[config.mk]
export PLATFORM = sky130hd
export DESIGN_NAME = bsn_sorter
export DESIGN_NICKNAME = d
export VERILOG_FILES = /design/src/rtl/bsn_pkg.sv /design/src/rtl/bsn_cmp_xchg.sv /design/src/rtl/bsn_stage.sv /design/src/rtl/bsn_sorter.sv
export SDC_FILE = /design/constraint.sdc
export NUM_CORES = 1
export LEC_CHECK = 0
export BUFFER_PORTS_ARGS = -buffer_cell sky130_fd_sc_hd__buf_4
export CAP_MARGIN = 20
export CORE_UTILIZATION = 55
export DETAILED_ROUTE_END_ITERATION = 8
export GPL_TIMING_DRIVEN = 0
export PLACE_DENSITY = 0.79
export SLEW_MARGIN = 30
export SYNTH_ARGS = -nofsm -noshare
export SYNTH_HDL_FRONTEND = slang
export SYNTH_SLANG_ARGS = --single-unit
[constraint.sdc]
create_clock -name clk -period 12.8 [get_ports clk]
set_input_delay 0.64 -clock clk [delete_from_list [all_inputs] [get_ports clk]]
set_output_delay 0.64 -clock clk [all_outputs]
set_load 0.02 [all_outputs]
[src/rtl/bsn_pkg.sv]
package bsn_pkg;
  // Number of registered compare columns for a full bitonic sort of 2**lg lanes.
  function automatic int stage_count(input int lg);
    return lg * (lg + 1) / 2;
  endfunction

  // Column index of sub-step q inside merge level p (p counted from 1).
  function automatic int stage_index(input int p, input int q);
    return p * (p - 1) / 2 + q;
  endfunction
endpackage

[src/rtl/bsn_cmp_xchg.sv]
module bsn_cmp_xchg #(
  parameter int KW     = 5,
  parameter int PW     = 8,
  parameter bit ASCEND = 1'b1
) (
  input  logic [KW-1:0] a_key,
  input  logic [PW-1:0] a_pay,
  input  logic [KW-1:0] b_key,
  input  logic [PW-1:0] b_pay,
  output logic [KW-1:0] x_key,
  output logic [PW-1:0] x_pay,
  output logic [KW-1:0] y_key,
  output logic [PW-1:0] y_pay
);
  logic swap;

  // Equal keys never swap, so ties leave the pair in place.
  always_comb begin
    if (ASCEND) swap = (a_key > b_key);
    else        swap = (a_key < b_key);
  end

  always_comb begin
    if (swap) begin
      x_key = b_key; x_pay = b_pay;
      y_key = a_key; y_pay = a_pay;
    end else begin
      x_key = a_key; x_pay = a_pay;
      y_key = b_key; y_pay = b_pay;
    end
  end
endmodule

[src/rtl/bsn_stage.sv]
module bsn_stage #(
  parameter int N     = 8,
  parameter int KW    = 5,
  parameter int PW    = 8,
  parameter int SPAN  = 1,
  parameter int BLOCK = 2
) (
  input  logic            clk,
  input  logic            rst_n,
  input  logic            adv,
  input  logic            d_v,
  input  logic [N*KW-1:0] d_key,
  input  logic [N*PW-1:0] d_pay,
  output logic            q_v,
  output logic [N*KW-1:0] q_key,
  output logic [N*PW-1:0] q_pay
);
  logic [KW-1:0] nk [N];
  logic [PW-1:0] np [N];

  for (genvar i = 0; i < N; i++) begin : g_lane
    if ((i & SPAN) == 0) begin : g_pair
      bsn_cmp_xchg #(
        .KW(KW), .PW(PW), .ASCEND((i & BLOCK) == 0)
      ) u_cx (
        .a_key(d_key[i*KW +: KW]),        .a_pay(d_pay[i*PW +: PW]),
        .b_key(d_key[(i+SPAN)*KW +: KW]), .b_pay(d_pay[(i+SPAN)*PW +: PW]),
        .x_key(nk[i]),                    .x_pay(np[i]),
        .y_key(nk[i+SPAN]),               .y_pay(np[i+SPAN])
      );
    end
  end

  always_ff @(posedge clk or negedge rst_n) begin
    if (!rst_n) q_v <= 1'b0;
    else if (adv) q_v <= d_v;
  end

  always_ff @(posedge clk) begin
    if (adv) begin
      for (int i = 0; i < N; i++) begin
        q_key[i*KW +: KW] <= nk[i];
        q_pay[i*PW +: PW] <= np[i];
      end
    end
  end

  // Count of live lanes (key MSB low means active).
  function automatic int live_count(input logic [N*KW-1:0] k);
    int c;
    c = 0;
    for (int i = 0; i < N; i++) if (!k[i*KW + KW - 1]) c++;
    return c;
  endfunction

  assert_live_conserved_R3: assert property (@(posedge clk) disable iff (!rst_n)
    (adv && d_v) |=> (q_v && live_count(q_key) == $past(live_count(d_key))));
endmodule

[src/rtl/bsn_sorter.sv]
module bsn_sorter #(
  parameter int N  = 8,
  parameter int DW = 4,
  parameter int PW = 8
) (
  input  logic            clk,
  input  logic            rst_n,
  input  logic            in_valid,
  output logic            in_ready,
  input  logic [N-1:0]    in_active,
  input  logic [N*DW-1:0] in_dest,
  input  logic [N*PW-1:0] in_payload,
  output logic            out_valid,
  input  logic            out_ready,
  output logic [N-1:0]    out_active,
  output logic [N*DW-1:0] out_dest,
  output logic [N*PW-1:0] out_payload
);
  import bsn_pkg::*;

  localparam int LG  = $clog2(N);
  localparam int KW  = DW + 1;
  localparam int NST = stage_count(LG);

  logic [N*KW-1:0] sk [NST+1];
  logic [N*PW-1:0] sp [NST+1];
  logic            sv [NST+1];
  logic            adv;

  assign adv      = !sv[NST] || out_ready;
  assign in_ready = adv;

  for (genvar i = 0; i < N; i++) begin : g_key
    assign sk[0][i*KW +: KW] = {~in_active[i], in_dest[i*DW +: DW]};
  end
  assign sp[0] = in_payload;
  assign sv[0] = in_valid;

  for (genvar p = 1; p <= LG; p++) begin : g_level
    for (genvar q = 0; q < p; q++) begin : g_step
      localparam int S = stage_index(p, q);
      bsn_stage #(
        .N(N), .KW(KW), .PW(PW),
        .SPAN(1 << (p - 1 - q)), .BLOCK(1 << p)
      ) u_stage (
        .clk(clk), .rst_n(rst_n), .adv(adv),
        .d_v(sv[S]),   .d_key(sk[S]),   .d_pay(sp[S]),
        .q_v(sv[S+1]), .q_key(sk[S+1]), .q_pay(sp[S+1])
      );
    end
  end

  for (genvar i = 0; i < N; i++) begin : g_out
    assign out_active[i]          = ~sk[NST][i*KW + KW - 1];
    assign out_dest[i*DW +: DW]   = sk[NST][i*KW +: DW];
  end
  assign out_payload = sp[NST];
  assign out_valid   = sv[NST];

  for (genvar i = 0; i + 1 < N; i++) begin : g_chk
    assert_key_order_R2: assert property (@(posedge clk) disable iff (!rst_n)
      out_valid |-> ({~out_active[i], out_dest[i*DW +: DW]} <=
                     {~out_active[i+1], out_dest[(i+1)*DW +: DW]}));
    assert_concentrated_R1: assert property (@(posedge clk) disable iff (!rst_n)
      (out_valid && out_active[i+1]) |-> out_active[i]);
  end

  assert_stall_hold_R6: assert property (@(posedge clk) disable iff (!rst_n)
    (out_valid && !out_ready) |=> (out_valid && $stable(out_active) &&
                                   $stable(out_dest) && $stable(out_payload)));

  assert_stall_blocks_input_R6: assert property (@(posedge clk) disable iff (!rst_n)
    (out_valid && !out_ready) |-> !in_ready);
endmodule

=== After elaboration in Yosys (flattened, before gate mapping) ===
Cells that the tools add are included.

* Flip-flop bits (word level): 630
* Input bits: 108
* Output and inout bits: 106

* Magnitude comparators: 24
* Mux-type cells: 96
* Bitwise logic cells: 16
* Reduce and logical (&&, ||, !) cells: 2

{| class="wikitable"
|+ Operators by type and width
! operator !! count
|-
| $mux W8 || 48
|-
| $mux W5 || 48
|-
| $gt A5 B5 Y1 || 18
|-
| $lt A5 B5 Y1 || 6
|-
| $not A1 Y1 || 16
|-
| $logic_not A1 Y1 || 1
|-
| $logic_or A1 B1 Y1 || 1
|}

=== Longest topological paths before layout ===
Gate-level depths: netlist (run 1).

* Word-level depth: 3
* Mapped depth: 7
* Mapped depth without buffers: 6

=== Cells and area by module ===
A second synthesis (run 1) with hierarchy kept.

* Cell total of the unflattened synthesis: 2507
* Area, all modules: 36214.7 um2

{| class="wikitable"
|+ Modules (own cells, without submodules)
! module !! times used !! cells an instance !! area an instance (um2)
|-
| bsn_stage || 6 || 106 || 3163.0
|-
| bsn_cmp_xchg at g_level[1].g_step[0].u_stage.g_lane[2].g_pair.u_cx ... || 6 || 168 || 1328.8
|-
| bsn_cmp_xchg at g_level[1].g_step[0].u_stage.g_lane[0].g_pair.u_cx ... || 11 || 47 || 536.8
|-
| bsn_cmp_xchg at g_level[3].g_step[1].u_stage.g_lane[1].g_pair.u_cx ... || 7 || 47 || 470.5
|-
| bsn_sorter || 1 || 17 || 66.3
|}

=== Least setup slack after synthesis (run 1) ===
OpenSTA, ideal clock, no wires.

* Path kind: input-to-reg
* From: in out_ready
* To: reg g_level[1].g_step[0].u_stage.q_key[0], enable pin
* Setup time: 0.971 ns
* Data arrival time: 12.927 ns
* Required time: 11.829 ns
* Setup slack: -1.098 ns
* Stages on the path: 3
* Buffers on the path: 1
* Cells stage by stage: nor2b_1 -> clkbuf_1 -> inv_1

* Longest elaborated chain between the ends: 1

{| class="wikitable"
|+ RTL lines
! element !! line !! text
|-
| start, declared || bsn_sorter.sv:14 || <nowiki>input logic out_ready,</nowiki>
|-
| $logic_or A1 B1 Y1 || bsn_sorter.sv:30 || <nowiki>assign adv = !sv[NST] || out_ready;</nowiki>
|-
| named net in_ready || bsn_sorter.sv:9 || <nowiki>output logic in_ready,</nowiki>
|-
| end signal, assigned by index || bsn_stage.sv:42 || <nowiki>q_key[i*KW +: KW] <= nk[i];</nowiki>
|-
| end, declared || bsn_stage.sv:15 || <nowiki>output logic [N*KW-1:0] q_key,</nowiki>
|}

The timed path passes the listed nets, and every way through them passes these cells.
A chain may end at the register's enable or synchronous reset.

=== Worst setup path after layout (run 1) ===
* From: reg g_level[3].g_step[2].u_stage.q_v
* To: out in_ready

* Longest elaborated chain between the ends: 2

{| class="wikitable"
|+ RTL lines
! element !! line !! text
|-
| start, declared || bsn_stage.sv:14 || <nowiki>output logic q_v,</nowiki>
|-
| start signal, assigned || bsn_stage.sv:36 || <nowiki>else if (adv) q_v <= d_v;</nowiki>
|-
| $logic_not A1 Y1 || bsn_sorter.sv:30 ||
|-
| $logic_or A1 B1 Y1 || bsn_sorter.sv:30 ||
|-
| end, declared || bsn_sorter.sv:9 ||
|}

No other way between the ends.

==> impl_metrics.json, run 1 <==
{
  "outcome": "complete, no violations",
  "nNetsFinal": 2313,
  "postSynth.asyncResetShare": 0.009524,
  "cts_buffers": 66,
  "synthMostInstantiatedCell": "edfxtp_1",
  "area_growth_pct": 15.94,
  "drc": 0,
  "cts_resized": 0,
  "r2r-end": "g_level[3].g_step[2].u_stage.q_pay[51]",
  "hold_depth": 2,
  "postRouteAntennaNets": 0,
  "cp.required_ps": 12160,
  "clkLatencyLatePin_ps": 600,
  "overflow": 0,
  "viasPerCell": 5.471,
  "wirelength_mm": 61.47,
  "hold_violations": 0,
  "utilization": 0.6506,
  "slew_violations": 0,
  "portBuffers": 213,
  "cts.root.buffer_cell": "clkbuf_16",
  "post_cts_buffers": 0,
  "met3_usage": 0.02882,
  "vias": 15760,
  "cts_htree_levels": 3,
  "worst_slew_pin_slew_ps": 648.9,
  "cp.arrival_ps": 2800,
  "synth.largest_area_cell": "edfxtp_1",
  "ios": 214,
  "n_antenna_cell": 0,
  "cp_max_fo": 30,
  "cts_tree": "yes",
  "crit_path_end_kind": "output port",
  "yosys_warnings": 0,
  "die_x_um": 240.2,
  "drt_iter0_markers": 931,
  "grt_busiest_layer": "met2",
  "grt_max_degree": 36,
  "relSlewSlack": 0.5665,
  "synth.top_cells.by_count": "edfxtp_1, mux2_2, mux2_4",
  "fin_worst_skew_ps": 27.06,
  "worstHoldEndpoint": "g_level[1].g_step[0].u_stage.q_v",
  "r2r_cells": 8,
  "min_period_ps": 3436,
  "die_area_sq_um": 57720,
  "setup_tns_ps": 0,
  "die_h_um": 240.2,
  "drive_above_1_share": 0.4735,
  "fin_crit_sh": 0.2685,
  "setup_viol": 0,
  "criticalPathCategory": "register to output port",
  "synthTopCellsByArea": "edfxtp_1, mux2_2, mux2_4",
  "wl_per_cell_um": 21.34,
  "holdWs_ps": 302.3,
  "ys_seq_elements": 630,
  "hp-class": "input pin to register",
  "r2r_setup_slack_ps": 9910,
  "ys.flop_type": "edfxtp_1",
  "firstDrtPassIters": 5,
  "cap_violations": 0,
  "cp-start-kind": "register",
  "syn_avg_cell_area_sq_um": 17.45,
  "holdCritStartpoint": "in_valid",
  "grt_use_met2": 0.3777,
  "syn_inst": 1789,
  "grt_pass1_vias": 16660,
  "yosysUniqueCellTypes": 28,
  "grt_antenna_before_repair": 0,
  "syn_nets": 2011,
  "clk_pin_slew_worst_paths_ps": 50,
  "dp_hpwl_mm": 47.21,
  "ys_seq_area_frac": 0.6050,
  "synth_top_area_frac": 0.6002,
  "synth_edf_count": 624,
  "gr-usage-met1": 0.2730,
  "rsz0062_at_grt": "false",
  "max_freq_mhz": 291.0,
  "place_congestion": 0.9023,
  "cts.sinks": 630,
  "clock_path_buffers": 3,
  "regToRegStartpoint": "g_level[3].g_step[2].u_stage.q_v",
  "grtUsageTotal": 0.2153,
  "grt_pass1_wl_mm": 93.65,
  "initial_core_util": 0.5612,
  "core_sq_um": 55630,
  "rows": 86,
  "synthesis.area_sq_um": 31220
}
-- area by class of cell --
cell class | count | area [sq um]
fillers | 3800 | 19430
flip-flops and latches | 630 | 18890
multi-input cells | 955 | 10990
repair buffers | 234 | 2024
clock buffers | 76 | 1710
well taps | 748 | 935.9
plain buffers | 81 | 879.6
inverters | 123 | 465.4
clock inverters | 34 | 302.8
-- worst max-delay path, cell delays in order (launching register included) --
cell        delay (ps)
dfrtp_1            350
nor2b_1            120
clkbuf_1           320
clkinvlp_4         650
buf_12             400
buf_12             180
buf_4              170
-- what timing repair did --
action / in CTS / in global routing
hold buffers: 1 / 0
hold endpoints to repair: 6 / 0
endpoints found under the setup margin: 0 / 0
-- metal layers --
metal  vias up  routed length [um]  share of wire
met4         0                1444          0.023
met2       361               31470           0.51
met3        78                2509          0.041
met5         -                   0              0
met1      7840               26040           0.42
li1       7482                   -              -
-- cells in the final DEF (no fill, tap or decap), drive strengths merged --
master / instances
o211ai: 6
or2: 1
nor2b: 19
clkinvlp: 2
mux2: 639
dfrtp: 6
a21o: 18
nand2: 36
ha: 114
a31oi: 18
a21oi: 12
o21ai: 6
inv: 123
buf: 313
dlygate4sd3: 1
mux2i: 8
nand3: 18
clkinv: 28
o31ai: 18
o2111ai: 18
nor3b: 6
bufinv: 4
edfxtp: 624
clkbuf: 77
o21a: 18
-- per-stage QoR --
step                worst slack [ps]  cells  instance area, sq um
finish                          9364   2881                 36200
global route                    9115   2881                 36200
CTS                             9294   2881                 36200
detailed placement              9488   2770                 34170
global placement               -1268   2750                 33760
floorplan                       1807   1789                 31220
-- how the worst max path moves through the flow --
stage,depth (start not counted),endpoint,from
after floorplan,3,g_level[1].g_step[0].u_stage.q_key[0],out_ready
after global placement,4,g_level[1].g_step[0].u_stage.q_pay[38],out_ready
after detailed placement,9,g_level[3].g_step[2].u_stage.q_pay[51],out_ready
after CTS,6,in_ready,g_level[3].g_step[2].u_stage.q_v
after global routing,6,in_ready,g_level[3].g_step[2].u_stage.q_v
final,6,in_ready,g_level[3].g_step[2].u_stage.q_v
-- sequential cells by signal (all words and copies together) (netlist names) --
signal and count:
g_level.g_step.u_stage.q_pay 384, g_level.g_step.u_stage.q_key 240, g_level.g_step.u_stage.q_v 6
-- cell families (layout without fill, tap and decap cells) --
group / after synthesis / count (layout) / synth area share
compound gates: 114 / 114 / 0.03607
flops: 630 / 630 / 0.6050
mux: 647 / 647 / 0.2571
simple gates: 80 / 80 / 0.01315
buf+inv: 204 / 548 / 0.04296
fa+ha+maj: 114 / 114 / 0.04569
Power of run 1 is left out: the tool's default activity adds up to more than one toggle a clock period on the data nets, which glitch-free logic cannot reach.
==> run 2, diff against run 1 <==
--- a/config.mk
+++ b/config.mk
@@ -7,10 +7,10 @@
 export LEC_CHECK = 0
 export BUFFER_PORTS_ARGS = -buffer_cell sky130_fd_sc_hd__buf_4
 export CAP_MARGIN = 20
-export CORE_UTILIZATION = 55
+export CORE_UTILIZATION = 60
 export DETAILED_ROUTE_END_ITERATION = 8
 export GPL_TIMING_DRIVEN = 0
-export PLACE_DENSITY = 0.79
+export PLACE_DENSITY = 0.82
 export SLEW_MARGIN = 30
 export SYNTH_ARGS = -nofsm -noshare
 export SYNTH_HDL_FRONTEND = slang
==> constraint.sdc (replaced) <==
create_clock -name clk -period 3.5 [get_ports clk]
set_input_delay 0.175 -clock clk [delete_from_list [all_inputs] [get_ports clk]]
set_output_delay 0.175 -clock clk [all_outputs]
set_load 0.02 [all_outputs]
==> run 2 against run 1 <==
Against the previous run:
- via count grew 5.4%
- final cell count grew 3.2%
- hold slack lost 220 ps
- die area shrank 8.3%
- global-route usage grew 2.7 points
- first-iteration DRC count grew 18%
- clock-buffer cell count grew 6
- sequential cell count is the same
- clock skew grew 2.8 ps
- wire length grew 4.2%
- largest cell class unchanged
==> impl_metrics.json, run 2 (synthesis gave the netlist of run 1 again) <==
{
  "hp-class": "input pin to register",
  "rsz0062_at_grt": "false",
  "wirelength_mm": 64.04,
  "criticalPathCategory": "register to output port",
  "drt_iter0_markers": 1096,
  "design_area_sq_um": 37700,
  "place_congestion": 0.9069,
  "cap_violations": 0,
  "initial_core_util": 0.6073,
  "die_x_um": 230.1,
  "fin_crit_sh": 0.8338,
  "reg_top3": "g_level.g_step.u_stage.q_pay x384, g_level.g_step.u_stage.q_key x240, g_level.g_step.u_stage.q_v x6",
  "grt_use_met2": 0.4177,
  "final_cell_mix": "edfxtp_1, mux2_2, buf_4",
  "largest_reg_flops": 384,
  "hold_violations": 0,
  "cp.arrival_ps": 2740,
  "area_growth_pct": 20.77,
  "regMostFlops": "g_level.g_step.u_stage.q_pay",
  "grt_max_degree": 36,
  "fillers": 2991,
  "drive_above_1_share": 0.4389,
  "cp.required_ps": 3320,
  "viasPerCell": 5.588,
  "grt_busiest_layer": "met2",
  "dp_hpwl_mm": 45.56,
  "gr-usage-met1": 0.3070,
  "post_cts_buffers": 0,
  "grt_antenna_before_repair": 0,
  "ios": 214,
  "relSlewSlack": 0.5940,
  "fin_worst_skew_ps": 29.82,
  "setup_viol": 0,
  "outcome": "complete, no violations",
  "clk_pin_slew_worst_paths_ps": 60,
  "cts_htree_levels": 2,
  "clock_path_buffers": 3,
  "nNetsFinal": 2467,
  "clkLatencyLatePin_ps": 650,
  "cts.root.buffer_cell": "clkbuf_16",
  "die_area_sq_um": 52950,
  "cp_max_fo": 34,
  "cts.sinks": 630,
  "core_sq_um": 51410,
  "cts_resized": 0,
  "overflow": 0,
  "grt_pass1_vias": 17390,
  "postRouteAntennaNets": 0,
  "rows": 83,
  "cts_buffers": 60,
  "vias": 16610,
  "holdBufCountCts": 159,
  "crit_path_end_kind": "output port",
  "met3_usage": 0.03993,
  "place_area_sq_um": 34170,
  "cts_tree": "yes",
  "min_period_ps": 2918,
  "drc": 0,
  "die_h_um": 230.1,
  "firstDrtPassIters": 6,
  "max_freq_mhz": 342.7,
  "worst_slew_pin_slew_ps": 608.9,
  "grtUsageTotal": 0.2420,
  "n_antenna_cell": 0,
  "slew_violations": 0,
  "wl_per_cell_um": 21.55,
  "grt_pass1_wl_mm": 97.95,
  "portBuffers": 213,
  "cp-start-kind": "register",
  "layout_commonest_cell": "edfxtp_1"
}
## run 2: area by class of cell
class                      instances  area, sq um  area share
buffer                            81        883.3     0.02343
clock buffer                      82         1634     0.04334
clock inverter                    27        307.8    0.008164
inverter                         123        465.4     0.01235
multi-input combinational        955        10990      0.2915
sequential                       630        18890      0.5010
tap                              680        850.8     0.02257
timing repair buffer             394         3684     0.09770
## run 2: metrics by stage
step                      setup TNS, ps  std cells  hold WS [ps]    util  setup slack (ps)
after floorplan                -4447080       1789        -120.6       -             -7120
after global placement         -6136600       2682        -20.20  0.6551             -9887
after detailed placement              0       2704        -13.88  0.6647             945.1
after CTS                             0       2972         46.67  0.7334             540.4
after global routing                  0       2972         73.36  0.7334             388.0
final                                 0       2972         77.83  0.7334             581.7
## run 2: worst paths after layout
path                                                     endpoint  slack, ps                        startpoint  cells past startpoint
setup / recovery                                         in_ready        580  g_level[3].g_step[2].u_stage.q_v                      7
hold / removal                   g_level[2].g_step[0].u_stage.q_v         80                         out_ready                      4
setup reg to reg           g_level[3].g_step[0].u_stage.q_pay[60]        950  g_level[3].g_step[2].u_stage.q_v                      8
hold reg to reg                  g_level[3].g_step[2].u_stage.q_v        480  g_level[3].g_step[1].u_stage.q_v                      1
max in group asynchronous        g_level[3].g_step[0].u_stage.q_v       2790                             rst_n                      3
min in group asynchronous        g_level[2].g_step[0].u_stage.q_v        500                             rst_n                      3
## run 2: routing by layer
metal	vias up	wire length, um
li1	7799	-
met2	528	32110
met3	131	3119
met4	0	2146
met1	8150	26660
met5	-	0
## run 2: critical path, stage by stage (launching register included)
cell	delay [ps]
dfrtp_1	340
nor2b_1	130
clkbuf_4	190
clkinvlp_4	490
buf_12	380
buf_12	190
buf_12	190
buf_4	170
Power of run 2 is left out for the same reason.
